File: src/rtl/rtcAlarmPkg.sv
package rtcAlarmPkg;
  localparam int ALARMS    = 2;
  localparam int FIELDS    = 7;
  localparam int FW        = 8;
  localparam int AW        = 5;
  localparam int SRC_N     = ALARMS + 4;
  localparam int WDAY_IDX  = 3;
  localparam int ALM_IDX_W = (ALARMS > 1) ? $clog2(ALARMS) : 1;
  localparam int FLD_IDX_W = 3;
  localparam int HIGH_BASE = 1 << (AW - 1);
  localparam int STAT_OFF  = ALARMS;
  localparam int MASK_OFF  = ALARMS + 1;

  typedef enum logic [2:0] {
    RD_NONE,
    RD_FIELD,
    RD_EN,
    RD_STAT,
    RD_MASK
  } rdSel_t;

  typedef struct packed {
    logic [ALARMS-1:0][FIELDS-1:0] fieldWe;
    logic [ALARMS-1:0]             enWe;
    logic                          maskWe;
    logic                          statusRd;
    logic                          rdLoad;
    rdSel_t                        rdSel;
    logic [ALM_IDX_W-1:0]          rdAlarm;
    logic [FLD_IDX_W-1:0]          rdField;
  } strobes_t;
endpackage

File: src/rtl/rtc_alarm_match.sv
module rtc_alarm_match
  import rtcAlarmPkg::*;
(
  input  logic                        clk,
  input  logic                        rstN,
  input  logic                        sepMode,
  input  logic [FIELDS-1:0][FW-1:0]   almFields,
  input  logic [FW-1:0]               enReg,
  input  logic [FIELDS-1:0][FW-1:0]   cal,
  output logic                        fire
);
  logic [FIELDS-1:0] fieldEn;
  logic [FIELDS-1:0] fieldEq;
  logic              matchNow;
  logic              prevQ;

  for (genvar i = 0; i < FIELDS; i++) begin : g_fld
    if (i == WDAY_IDX) begin : g_wday
      assign fieldEn[i] = 1'b0;
      assign fieldEq[i] = 1'b1;
    end else begin : g_cmp
      logic [FW-1:0] flagVal;
      assign flagVal    = {1'b0, almFields[i][FW-2:0]};
      assign fieldEn[i] = sepMode ? enReg[i] : almFields[i][FW-1];
      assign fieldEq[i] = sepMode ? (almFields[i] == cal[i]) : (flagVal == cal[i]);
    end
  end

  assign matchNow = (|fieldEn) && (&(fieldEq | ~fieldEn));

  always_ff @(posedge clk or negedge rstN) begin
    if (!rstN) prevQ <= 1'b0;
    else       prevQ <= matchNow;
  end

  assign fire = matchNow & ~prevQ;


  fire_single_pulse_chk: assert property (@(posedge clk) disable iff (!rstN)
    fire |=> !fire);


  fire_needs_enable_chk: assert property (@(posedge clk) disable iff (!rstN)
    fire |-> (fieldEn != '0));
endmodule

File: src/rtl/rtc_alarm_ctrl.sv
module rtc_alarm_ctrl
  import rtcAlarmPkg::*;
(
  input  logic          regWr,
  input  logic          regRd,
  input  logic [AW-1:0] regAddr,
  output strobes_t      strb
);
  logic                 lowSpace;
  logic [FLD_IDX_W-1:0] fld;
  logic [ALM_IDX_W-1:0] alm;
  logic [AW-1:0]        hiOff;
  logic                 fieldHit;
  logic                 enHit;
  logic                 statHit;
  logic                 maskHit;

  always_comb begin
    lowSpace = !regAddr[AW-1];
    fld      = regAddr[FLD_IDX_W-1:0];
    alm      = regAddr[FLD_IDX_W +: ALM_IDX_W];
    hiOff    = regAddr - AW'(HIGH_BASE);
    fieldHit = lowSpace && (int'(fld) < FIELDS) && (int'(alm) < ALARMS);
    enHit    = !lowSpace && (int'(hiOff) < ALARMS);
    statHit  = !lowSpace && (int'(hiOff) == STAT_OFF);
    maskHit  = !lowSpace && (int'(hiOff) == MASK_OFF);
  end

  always_comb begin
    strb         = '0;
    strb.rdSel   = RD_NONE;
    strb.rdLoad  = regRd;
    strb.rdField = fld;
    strb.rdAlarm = enHit ? hiOff[ALM_IDX_W-1:0] : alm;
    if (regWr) begin
      for (int a = 0; a < ALARMS; a++) begin
        for (int f = 0; f < FIELDS; f++) begin
          strb.fieldWe[a][f] = fieldHit && (int'(alm) == a) && (int'(fld) == f);
        end
        strb.enWe[a] = enHit && (int'(hiOff) == a);
      end
      strb.maskWe = maskHit;
    end
    if (regRd) begin
      strb.statusRd = statHit;
      if (fieldHit)     strb.rdSel = RD_FIELD;
      else if (enHit)   strb.rdSel = RD_EN;
      else if (statHit) strb.rdSel = RD_STAT;
      else if (maskHit) strb.rdSel = RD_MASK;
    end
  end
endmodule

File: src/rtl/rtc_alarm_datapath.sv
module rtc_alarm_datapath
  import rtcAlarmPkg::*;
(
  input  logic                       clk,
  input  logic                       rstN,
  input  strobes_t                   strb,
  input  logic [FW-1:0]              wdata,
  input  logic                       sepEnMode,
  input  logic [FIELDS-1:0][FW-1:0]  cal,
  input  logic                       secTick,
  input  logic                       minTick,
  input  logic                       pwrEvtA,
  input  logic                       pwrEvtB,
  output logic [FW-1:0]              rdata,
  output logic                       irqN
);
  logic [ALARMS-1:0][FIELDS-1:0][FW-1:0] almQ;
  logic [ALARMS-1:0][FW-1:0]             enQ;
  logic [SRC_N-1:0]                      maskQ;
  logic [SRC_N-1:0]                      statusQ;
  logic [ALARMS-1:0]                     fireVec;
  logic [SRC_N-1:0]                      evt;
  logic [FW-1:0]                         rdNext;

  for (genvar a = 0; a < ALARMS; a++) begin : g_alm
    always_ff @(posedge clk or negedge rstN) begin
      if (!rstN) begin
        almQ[a] <= '0;
        enQ[a]  <= '0;
      end else begin
        for (int f = 0; f < FIELDS; f++) begin
          if (strb.fieldWe[a][f]) almQ[a][f] <= wdata;
        end
        if (strb.enWe[a]) enQ[a] <= wdata;
      end
    end

    rtc_alarm_match u_match (
      .clk       (clk),
      .rstN      (rstN),
      .sepMode   (sepEnMode),
      .almFields (almQ[a]),
      .enReg     (enQ[a]),
      .cal       (cal),
      .fire      (fireVec[a])
    );


    alarm_status_set_chk: assert property (@(posedge clk) disable iff (!rstN)
      fireVec[a] |=> statusQ[a]);
  end

  assign evt = {pwrEvtB, pwrEvtA, minTick, secTick, fireVec};

  always_ff @(posedge clk or negedge rstN) begin
    if (!rstN) begin
      maskQ   <= '1;
      statusQ <= '0;
    end else begin
      if (strb.maskWe) maskQ <= wdata[SRC_N-1:0];
      statusQ <= (strb.statusRd ? '0 : statusQ) | evt;
    end
  end

  always_comb begin
    rdNext = '0;
    case (strb.rdSel)
      RD_FIELD: rdNext = almQ[strb.rdAlarm][strb.rdField];
      RD_EN:    rdNext = enQ[strb.rdAlarm];
      RD_STAT:  rdNext = FW'(statusQ);
      RD_MASK:  rdNext = FW'(maskQ);
      default:  rdNext = '0;
    endcase
  end

  always_ff @(posedge clk or negedge rstN) begin
    if (!rstN)            rdata <= '0;
    else if (strb.rdLoad) rdata <= rdNext;
  end

  assign irqN = ~|(statusQ & ~maskQ);


  mask_write_chk: assert property (@(posedge clk) disable iff (!rstN)
    strb.maskWe |=> (maskQ == $past(wdata[SRC_N-1:0])));


  status_clear_chk: assert property (@(posedge clk) disable iff (!rstN)
    (strb.statusRd && evt == '0) |=> (statusQ == '0));


  irq_idle_chk: assert property (@(posedge clk) disable iff (!rstN)
    (statusQ == '0) |-> irqN);
endmodule

File: src/rtl/rtc_alarm_top.sv
module rtc_alarm_top
  import rtcAlarmPkg::*;
(
  input  logic                       clk,
  input  logic                       rstN,
  input  logic                       sepEnMode,
  input  logic [FIELDS-1:0][FW-1:0]  calFields,
  input  logic                       secTick,
  input  logic                       minTick,
  input  logic                       pwrEvtA,
  input  logic                       pwrEvtB,
  input  logic                       regWr,
  input  logic                       regRd,
  input  logic [AW-1:0]              regAddr,
  input  logic [FW-1:0]              regWdata,
  output logic [FW-1:0]              regRdata,
  output logic                       irqN
);
  strobes_t strb;

  rtc_alarm_ctrl u_ctrl (
    .regWr   (regWr),
    .regRd   (regRd),
    .regAddr (regAddr),
    .strb    (strb)
  );

  rtc_alarm_datapath u_dp (
    .clk       (clk),
    .rstN      (rstN),
    .strb      (strb),
    .wdata     (regWdata),
    .sepEnMode (sepEnMode),
    .cal       (calFields),
    .secTick   (secTick),
    .minTick   (minTick),
    .pwrEvtA   (pwrEvtA),
    .pwrEvtB   (pwrEvtB),
    .rdata     (regRdata),
    .irqN      (irqN)
  );
endmodule

File: config.mk
export PLATFORM = sky130hd
export DESIGN_NAME = rtc_alarm_top
export DESIGN_NICKNAME = d
export VERILOG_FILES = /design/src/rtl/rtcAlarmPkg.sv /design/src/rtl/rtc_alarm_match.sv /design/src/rtl/rtc_alarm_ctrl.sv /design/src/rtl/rtc_alarm_datapath.sv /design/src/rtl/rtc_alarm_top.sv
export SDC_FILE = /design/constraint.sdc
export NUM_CORES = 1
export LEC_CHECK = 0
export BUFFER_PORTS_ARGS = -buffer_cell sky130_fd_sc_hd__clkbuf_2
export CORE_MARGIN = 4
export CORE_UTILIZATION = 51
export DETAILED_ROUTE_END_ITERATION = 8
export HOLD_SLACK_MARGIN = 0.06
export PLACE_DENSITY_LB_ADDON = 0.3
export SLEW_MARGIN = 20
export SYNTH_ARGS = -nofsm -noshare
export SYNTH_HDL_FRONTEND = slang
export SYNTH_SLANG_ARGS = --single-unit
File: constraint.sdc
create_clock -name clk -period 3.6 [get_ports clk]
set_input_delay 0.18 -clock clk [delete_from_list [all_inputs] [get_ports clk]]
set_output_delay 0.18 -clock clk [all_outputs]
set_load 0.1 [all_outputs]
==> results_dict.tcl, run 1 <==
set metrics [dict create \
    status "completed" \
    setup_viol 0 \
    power.leakage_nw 4.297 \
    wl_mm 22.71 \
    grt_first_pass_wirelength_mm 35.66 \
    synthFlopType "dfrtp_1" \
    crit_arrival_ns 2.60 \
    power.density_nw_per_um2 571.6 \
    cts_tree "yes" \
    grt_pass1_vias 6284 \
    synthAdderAreaFrac_pct 0 \
    synth_warnings 0 \
    port_buffers 78 \
    drv_cap 0 \
    gr-total-overflow 0 \
    syn_inst 680 \
    peakVddDrop_mv 0.3308 \
    dpl_cell_area_um2 8872 \
    wl_per_cell_um 22.98 \
    drt_iter0_drc 521 \
    crit_path_end_kind "flip-flop" \
    synthArstFlopShare_pct 100.0 \
    r2r_end "u_dp.statusQ[1]" \
    start_util_pct 52.15 \
    clockRootBuffer "clkbuf_16" \
    fp-row-count 46 \
    worst_slack_ns 1.332 \
    syn_area_um2 8314 \
    cts-resized-gates 0 \
    drive_above_1_share_pct 36.84 \
    grt_use_met2_pct 41.92 \
    relSlewSlack_pct 46.69 \
    final_max_slew_viol_count 0 \
    yosysUniqueCellTypes 59 \
    reg2reg_depth 5 \
    synth-compound-area-share_pct 6.682 \
    busiest_layer "met2" \
    rrSetupSlack_ns 1.33 \
    nets 836 \
    synth_top_family_by_area "multiplexers" \
    synth-simple-area-share_pct 7.449 \
    dpl_worst_slack_ns 1.073 \
    vias 6008 \
    rsz0062_at_grt "no" \
    final_antenna_net_count 0 \
    grt_use_total_pct 25.78 \
    hpwl_mm 16.50 \
    grt_use_met1_pct 34.51 \
    cp_data_required_time_ns 3.93 \
    cp-start-kind "flip-flop" \
    fmax_mhz 440.9 \
    cp_max_fo 3 \
    power.total_mw 5.494 \
    gp_congestion 0.9464 \
    clk_pin_slew_ns 0.06 \
    numClockSinks 150 \
    cts_made_buffers 17 \
    slowest_delay_ns 0.61 \
    met3_usage_pct 4.755 \
    dieArea_um2 18410 \
    clkLatencyLatePin_ns 0.43 \
    io-pin-count 87 \
    min_period_ns 2.268 \
    design.core.area_um2 15940 \
    cp_slowest_cell "or4_1" \
    die_height_um 135.7 \
    synth.avg_cell_area_um2 12.23 \
    cp_cell_sequence "xor2_1, nor4_1, a31oi_1, or4_1, o31ai_1" \
    seq_area_frac_synth_pct 45.24 \
    synth_top_area_share_pct 43.34 \
    viasPerCell 6.081 \
    fillers 1307 \
    antenna_found_initial 0 \
    ys_ff_latch 150 \
    final_area_um2 9612 \
    synth_xor_area_share_pct 9.797 \
    yosys.area.top_type "dfrtp_1" \
    hold_path.class "in -> async" \
    firstDrtPassIters 5 \
    synthesis.nets 758 \
    cts_htree_levels 4 \
    drc 0 \
    synth_edf_count 0 \
    fin_tns_setup_ns 0 \
    fin_skew_ns 0.01156 \
    muxShareOfSynthArea_pct 28.40 \
    fin_crit_sh_pct 63.00 \
    r2r-start "u_dp.almQ[92]" \
    hold_violations 0 \
    grt_max_degree 111 \
    die_w_um 135.7 \
    worst_pin_slew_ns 0.7931 \
    critical_path_class "reg -> reg" \
    area_growth_pct 15.61 \
    clockBufferDepth 2 \
    synth.area.top_cells "dfrtp_1, mux2_2, mux2i_1" \
]
-- worst max-delay path: cells and delay by family (launching register included) --
| family | cells | cell delay [ns] |
|---|---|---|
| AND/OR/NAND/NOR | 2 | 1.11 |
| AO/OA/AOI/OAI | 2 | 0.50 |
| flip-flops | 1 | 0.40 |
| XOR/XNOR | 1 | 0.16 |
-- per-stage QoR --
stage                     utilization (%)  hold WS (ns)  std cells
after floorplan                         -       -0.1156        680
after global placement              55.65        0.3597        949
after detailed placement            55.65        0.3694        949
after CTS                           60.10        0.2124        986
after global routing                60.27        0.2116        987
final                               60.29        0.1954        988
-- placed cells by master, fill, tap and decap left out, types with 5 or more instances in the layout --
cell type      count
a221oi_1           6
nand4_1            8
clkbuf_16         17
xnor2_1           61
inv_1             10
nand2_1           25
a21oi_1           10
o21ai_0           11
o31ai_1            5
dfrtp_1          144
bufinv_16          5
o22ai_1            5
clkbuf_2          77
dfstp_2            6
nand3_1            9
dlygate4sd3_1      5
nor3_1            12
a211oi_1           5
mux2_2           141
mux2i_1           57
a22oi_1            7
nor2_1            20
xor2_1            32
buf_4              7
mux4_2             9
-- flip-flops by register name, indices dropped and copies added (netlist names) --
register                  count
u_dp.almQ                   112
u_dp.enQ                     16
u_dp.maskQ                    6
u_dp.rdata                    8
u_dp.g_alm.u_match.prevQ      2
u_dp.statusQ                  6
-- per-layer routing --
layer  vias up  share of wire [%]
li1       2656                  -
met1      3078                 42
met2       232                 50
met3        42                5.6
met4         0                2.4
met5         -                  0
-- worst max-delay path by stage --
stage             startpoint               to  slack (ns)
5_1_grt        u_dp.almQ[92]  u_dp.statusQ[1]        1.33
3_3_place_gp      regAddr[2]    u_dp.rdata[4]        1.12
4_1_cts        u_dp.almQ[92]  u_dp.statusQ[1]        1.37
6_report       u_dp.almQ[92]  u_dp.statusQ[1]        1.33
3_5_place_dp      regAddr[2]    u_dp.rdata[4]        1.07
2_1_floorplan  u_dp.maskQ[4]             irqN        0.75
-- what timing repair did --
item,4_1_cts,5_1_grt
hold endpoints to repair,109,0
buffers inserted,0,0
hold buffers,5,0
-- area by class of cell --
class                   count  area [um^2]  area share (%)
multi-input cells         487         4350           45.26
flip-flops and latches    150         3761           39.13
repair buffers             91        526.8           5.480
clock buffers              18        439.2           4.569
well taps                 216        270.3           2.812
clock inverters            14        220.2           2.291
inverters                  11        41.29          0.4296
diodes                      1        2.502         0.02603
-- where the power goes --
part / total (mW) / internal [mW] / switching (mW)
clock network: 1.98 / 1.26 / 0.725
logic: 1.19 / 0.595 / 0.591
registers: 2.33 / 2.01 / 0.316
total: 5.49 / 3.86 / 1.63
-- Yosys cell counts, types with 4 or more instances --
master and n:
a211oi_1 5, a21o_1 4, a21oi_1 10, a221oi_1 6
a22oi_1 7, a31oi_1 4, a32oi_1 4, buf_2 9
buf_4 4, clkbuf_1 15, dfrtp_1 144, dfstp_2 6
inv_1 10, mux2_2 141, mux2i_1 57, mux4_2 9
nand2_1 25, nand2b_1 4, nand3_1 9, nand4_1 8
nor2_1 20, nor3_1 12, nor3_2 4, nor4_1 4
o21ai_0 11, o221ai_1 4, o22ai_1 5, o31ai_1 5
xnor2_1 61, xor2_1 32
-- cell families after synthesis --
family	Yosys count
XOR/XNOR	93
buffers and inverters	43
flip-flops	150
AO/OA/AOI/OAI	77
AND/OR/NAND/NOR	110
multiplexers	207
Note: power is estimated with default switching activity, not from simulation.
==> run 2, diff against run 1 <==
- ABC_AREA: unset -> 1
- clock period: 3.6 -> 1.9 ns (I/O delays scaled with it)
==> run 2 against run 1 <==
Against the previous run:
- first-iteration DRC count increased by 51%
- global-route usage increased by 4.0 points
- worst setup slack got worse by 1.3 ns
- non-clock buffer count increased by 39
- worst hold slack got worse by 0.10 ns
- critical path depth decreased by 2
- critical endpoint is now irqN
- utilization increased by 0.70 points
- design area increased by 6.0%
- area after synthesis increased by 5.4%
- largest cell class unchanged
- via count increased by 42%
- sequential power increased by 95%
- clock power increased by 70%
==> results_dict.tcl, run 2 <==
set metrics [dict create \
    setup_viol 0 \
    hpwl_mm 21.20 \
    drive_above_1_share_pct 14.84 \
    die_w_um 139.1 \
    firstDrtPassIters 8 \
    crit_arrival_ns 1.75 \
    seq_power_share_pct 43.0 \
    cts_made_buffers 17 \
    seq_area_frac_synth_pct 42.91 \
    vias 8552 \
    yosys-top-cells-count "nand2_1, dfrtp_1, nor2_1" \
    die_height_um 139.1 \
    synthesis.nets 1255 \
    yosys.area.top_type "dfrtp_1" \
    drc 0 \
    swShare_pct 33.80 \
    power.total_mw 10.57 \
    yosysUniqueCellTypes 38 \
    clockBufferDepth 2 \
    grt_pass1_vias 8257 \
    cts_tree "yes" \
    crit_path_end_kind "primary output" \
    hold_violations 0 \
    r2r-start "u_dp.almQ[39]" \
    clkLatencyLatePin_ns 0.43 \
    largest_registers "u_dp.almQ: 112 flops, u_dp.enQ: 16 flops, u_dp.rdata: 8 flops" \
    n_antenna_cell 0 \
    nets 1352 \
    cp-start-kind "flip-flop" \
    layout.cells.non_filler 1507 \
    power.density_nw_per_um2 1038 \
    fin_skew_ns 0.007207 \
    rrSetupSlack_ns 0.34 \
    cp_slowest_cell "dfstp_2" \
    cts-resized-gates 0 \
    syn_area_um2 8766 \
    synth.most_common_cell "nand2_1" \
    status "completed" \
    pwr-share-comb_pct 25.2 \
    peakVddDrop_mv 0.6700 \
    power.leakage_nw 4.831 \
    antenna_found_initial 0 \
    io-pin-count 87 \
    clockRootBuffer "clkbuf_16" \
    cp_cell_sequence "o22ai_1, nor3_4, clkbuf_2" \
    fmax_mhz 541.7 \
    cp_max_fo 3 \
    min_period_ns 1.846 \
    port_buffers 78 \
    wl_per_cell_um 18.96 \
    slowest_delay_ns 0.55 \
    wl_mm 28.58 \
    grt_first_pass_wirelength_mm 45.03 \
    dieArea_um2 19350 \
    design.core.area_um2 16700 \
    hold_end "u_dp.almQ[97]" \
    syn_inst 1177 \
    mostFrequentLayoutCells "nand2_1, dfrtp_1, nor2_1" \
    worst_pin_slew_ns 1.011 \
    drv_cap 0 \
    relSlewSlack_pct 32.32 \
    internal_power_mw 7.001 \
    r2r_end "u_dp.g_alm[0].u_match.prevQ" \
    place_inst 1467 \
    viasPerCell 5.675 \
    top_register "u_dp.almQ" \
    synth_warnings 0 \
    synth_top_area_share_pct 41.11 \
    reg2reg_depth 7 \
    grt_max_degree 54 \
    gp_congestion 1.018 \
    critical_path_class "reg -> out" \
    fin_crit_sh_pct 97.17 \
    synth.area.top_cells "dfrtp_1, nand2_1, o21ai_0" \
    final_antenna_net_count 0 \
    numClockSinks 150 \
    fin_hold_ws_ns 0.09544 \
    start_util_pct 52.49 \
    ys_ff_latch 150 \
    largest_reg_flops 112 \
    hold_depth 3 \
    synthFlopType "dfrtp_1" \
    clk_pin_slew_ns 0.06 \
    rsz0062_at_grt "no" \
    synth_edf_count 0 \
    min_from "regWdata[1]" \
    final_max_slew_viol_count 0 \
    worst_slack_ns 0.05380 \
    gr-total-overflow 0 \
    cp_data_required_time_ns 1.80 \
    cts_htree_levels 4 \
    area_growth_pct 16.20 \
    fp-row-count 47 \
    p_sw_mw 3.574 \
    drt_iter0_drc 785 \
    dpl_worst_slack_ns -0.1083 \
    power_frac_clock_pct 31.8 \
    grt_use_total_pct 29.78 \
    final_common_cell "nand2_1" \
    synthArstFlopShare_pct 100.0 \
    hold_path.class "in -> reg" \
    synth.avg_cell_area_um2 7.448 \
]
==> run 2: power groups by stage <==
stage / Sequential, mW / Combinational, mW / Clock [mW]
finish: 4.55 / 2.66 / 3.36
global route: 4.62 / 2.99 / 3.54
CTS: 4.52 / 2.65 / 3.37
detailed placement: 4.57 / 2.62 / 0
global placement: 4.54 / 2.54 / 0
floorplan: 4.53 / 1.75 / 0
==> run 2: kinds of logic (layout without fill, tap and decap cells) <==
| kind of cell | after synthesis | count (layout) | synth area share, % |
|---|---|---|---|
| AND/OR/NAND/NOR | 556 | 556 | 27.29 |
| XOR/XNOR | 69 | 69 | 6.894 |
| buffers and inverters | 169 | 279 | 8.378 |
| flip-flops | 150 | 150 | 42.91 |
| AO/OA/AOI/OAI | 233 | 233 | 14.53 |
==> run 2: how the worst max path moves through the flow <==
stage | endpoint | startpoint | depth (start not counted)
floorplan | irqN | u_dp.maskQ[4] | 2
global placement | u_dp.almQ[17] | regAddr[1] | 7
detailed placement | u_dp.almQ[20] | regAddr[1] | 7
CTS | irqN | u_dp.maskQ[4] | 3
global route | irqN | u_dp.maskQ[4] | 3
finish | irqN | u_dp.maskQ[5] | 3
==> run 2: cell type report <==
class | instances | area [um^2]
fillers | 1551 | 6515
multi-input cells | 858 | 4282
flip-flops and latches | 150 | 3761
repair buffers | 130 | 844.6
clock buffers | 24 | 481.7
inverters | 117 | 441.7
well taps | 220 | 275.3
clock inverters | 8 | 100.1
==> run 2: timing repair <==
action / 4_1_cts / 5_1_grt
hold endpoints to repair: 74 / 0
endpoints found under the setup margin: 0 / 0
hold buffers: 8 / 0
setup buffers: 0 / 0
==> run 2: worst max-delay path: cells and delay by family, from the launching register on <==
| family | cells | cell delay (ns) |
|---|---|---|
| AO/OA/AOI/OAI | 1 | 0.13 |
| buffers and inverters | 1 | 0.47 |
| flip-flops | 1 | 0.55 |
| AND/OR/NAND/NOR | 1 | 0.17 |
==> run 2: per-stage QoR <==
step / cell area [um^2] / utilization, % / TNS [ns]
2_1_floorplan: 8777 / - / 0
3_3_place_gp: 9524 / 57.03 / -0.003866
6_report: 10190 / 60.99 / 0
4_1_cts: 10190 / 60.99 / 0
3_5_place_dp: 9524 / 57.03 / -0.4921
5_1_grt: 10190 / 60.99 / 0
==> run 2: per-layer routing <==
| layer | routed length [um] | vias to the layer above | global-route usage [%] |
|---|---|---|---|
| li1 | - | 4010 | - |
| met5 | 0 | - | 0 |
| met4 | 1123 | 0 | 12.92 |
| met1 | 11630 | 4035 | 39.46 |
| met3 | 2952 | 78 | 8.552 |
| met2 | 12870 | 429 | 45.79 |
==> run 3, diff against run 2 <==
==> constraint.sdc (replaced) <==
create_clock -name clk -period 1.9 [get_ports clk]
set_input_delay 0.19 -clock clk [delete_from_list [all_inputs] [get_ports clk]]
set_output_delay 0.19 -clock clk [all_outputs]
set_load 0.1 [all_outputs]
==> run 3 against run 2 <==
Against the previous run:
- non-clock buffer count up 8
- worst hold slack got worse by 0.018 ns
- first-iteration DRC count increased by 18%
- die area is the same
- global-route usage barely moved
- register-to-register slack lost 0.02 ns
- flip-flop and latch count unchanged
- total power up 2.3%
- cell count rose by 0.53%
- critical path type unchanged
- largest power group unchanged
==> results_dict.tcl, run 3 (synthesis results as in run 2) <==
set metrics [dict create \
    status "completed" \
    grt_max_degree 47 \
    hpwl_mm 21.17 \
    rsz0062_at_grt "no" \
    design.core.area_um2 16700 \
    die_height_um 139.1 \
    vias 8520 \
    drive_above_1_share_pct 15.75 \
    grt_pass1_vias 8243 \
    cp_cell_sequence "o22ai_1, nor3_4, buf_6" \
    seq_power_share_pct 42.1 \
    reg2reg_depth 8 \
    die_w_um 139.1 \
    largest_reg_flops 112 \
    viasPerCell 5.624 \
    p_sw_mw 3.610 \
    hold_path.class "in -> reg" \
    final_max_slew_viol_count 0 \
    dieArea_um2 19350 \
    final_common_cell "nand2_1" \
    clk_pin_slew_ns 0.06 \
    cp_data_required_time_ns 1.71 \
    n_antenna_cell 0 \
    layout.cells.non_filler 1515 \
    worst_pin_slew_ns 0.9845 \
    firstDrtPassIters 6 \
    place_inst 1478 \
    clockRootBuffer "clkbuf_16" \
    r2r-start "u_dp.almQ[22]" \
    cp-start-kind "flip-flop" \
    power.density_nw_per_um2 1042 \
    cts_made_buffers 17 \
    fmax_mhz 559.3 \
    fin_hold_ws_ns 0.07757 \
    path_buf_inv 1 \
    dpl_worst_slack_ns -0.02366 \
    critical_path_class "reg -> out" \
    grt_use_total_pct 29.78 \
    crit_arrival_ns 1.60 \
    final_area_um2 10380 \
    fin_crit_sh_pct 94.10 \
    numClockSinks 150 \
    final_antenna_net_count 0 \
    final_util_pct 62.12 \
    start_util_pct 52.49 \
    multi_input_area_um2 4282 \
    port_buffers 78 \
    cts_htree_levels 4 \
    fin_skew_ns 0.004872 \
    drv_cap 0 \
    crit_path_end_kind "primary output" \
    top_register "u_dp.almQ" \
    drt_iter0_drc 926 \
    hold_end "u_dp.almQ[106]" \
    io-pin-count 87 \
    internal_power_mw 7.206 \
    cp_max_fo 3 \
    clockBufferDepth 2 \
    power.leakage_nw 4.919 \
    critical_path.top_delay_family "flip-flops" \
    nets 1360 \
    swShare_pct 33.37 \
    setup_viol 0 \
    area_growth_pct 18.36 \
    min_from "regWdata[2]" \
    min_period_ns 1.788 \
    drc 0 \
    register_area_um2 3761 \
    power_frac_clock_pct 33.2 \
    antenna_found_initial 0 \
    fp-row-count 47 \
    r2r_end "u_dp.statusQ[0]" \
    hold_depth 3 \
    pwr-share-comb_pct 24.7 \
    wl_mm 28.41 \
    worst_slack_ns 0.1120 \
    largest_registers "u_dp.almQ: 112 flops, u_dp.enQ: 16 flops, u_dp.rdata: 8 flops" \
    relSlewSlack_pct 34.12 \
    gr-total-overflow 0 \
    mostFrequentLayoutCells "nand2_1, dfrtp_1, nor2_1" \
    gp_congestion 1.030 \
    wl_per_cell_um 18.75 \
    fillers 1503 \
    cp_slowest_cell "dfstp_2" \
    dpl_cell_area_um2 9697 \
    grt_first_pass_wirelength_mm 44.74 \
    rrSetupSlack_ns 0.32 \
    clkLatencyLatePin_ns 0.43 \
    peakVddDrop_mv 0.7103 \
    hold_violations 0 \
    cts_tree "yes" \
    slowest_delay_ns 0.55 \
]
## run 3: timing repair
item                                   in CTS  in global routing
endpoints found under the hold margin      47                  0
hold buffers                                5                  0
gates resized for setup                     0                  1
setup buffers                               0                  0
setup endpoints to repair                   0                  1
## run 3: routing by layer
layer	vias up	global-route usage, %	wire length [um]	part of all wire (%)
met5	-	0	0	0
met4	0	13.34	1224	4.3
met2	480	44.82	12650	45
li1	4033	-	-	-
met3	86	6.586	2820	9.9
met1	3921	41.43	11720	41
## run 3: layout make-up
type | count | area share [%]
Multi-Input combinational cell | 858 | 41.27
Sequential cell | 150 | 36.25
Timing Repair Buffer | 138 | 9.551
Clock buffer | 20 | 4.305
Inverter | 117 | 4.257
Tap cell | 220 | 2.653
Clock inverter | 12 | 1.712
## run 3: tightest hold or removal path, stage by stage
cell and delay (ns):
clkbuf_2 0.16, nand2_1 0.06, o21ai_0 0.06
## run 3: per-stage QoR
step | total power [mW] | TNS, ns
floorplan | 6.278 | 0
global placement | 7.113 | 0
detailed placement | 7.200 | -0.06082
CTS | 10.80 | 0
global route | 11.38 | 0
finish | 10.82 | 0
## run 3: how the worst max path moves through the flow
stage | startpoint | end | slack (ns) | cells after the start
floorplan | u_dp.maskQ[4] | irqN | 0.26 | 2
global placement | regAddr[0] | u_dp.rdata[5] | 0.03 | 12
global route | u_dp.maskQ[4] | irqN | 0.04 | 3
detailed placement | regAddr[2] | u_dp.almQ[45] | -0.02 | 8
finish | u_dp.maskQ[4] | irqN | 0.11 | 3
CTS | u_dp.maskQ[4] | irqN | 0.05 | 3
## run 3: power groups by stage
stage               clock network [mW]  registers (mW)  logic (mW)
finish                            3.59            4.55        2.67
global route                      3.76            4.63        2.99
CTS                               3.61            4.53        2.65
detailed placement                   0            4.57        2.63
global placement                     0            4.56        2.55
floorplan                            0            4.53        1.75
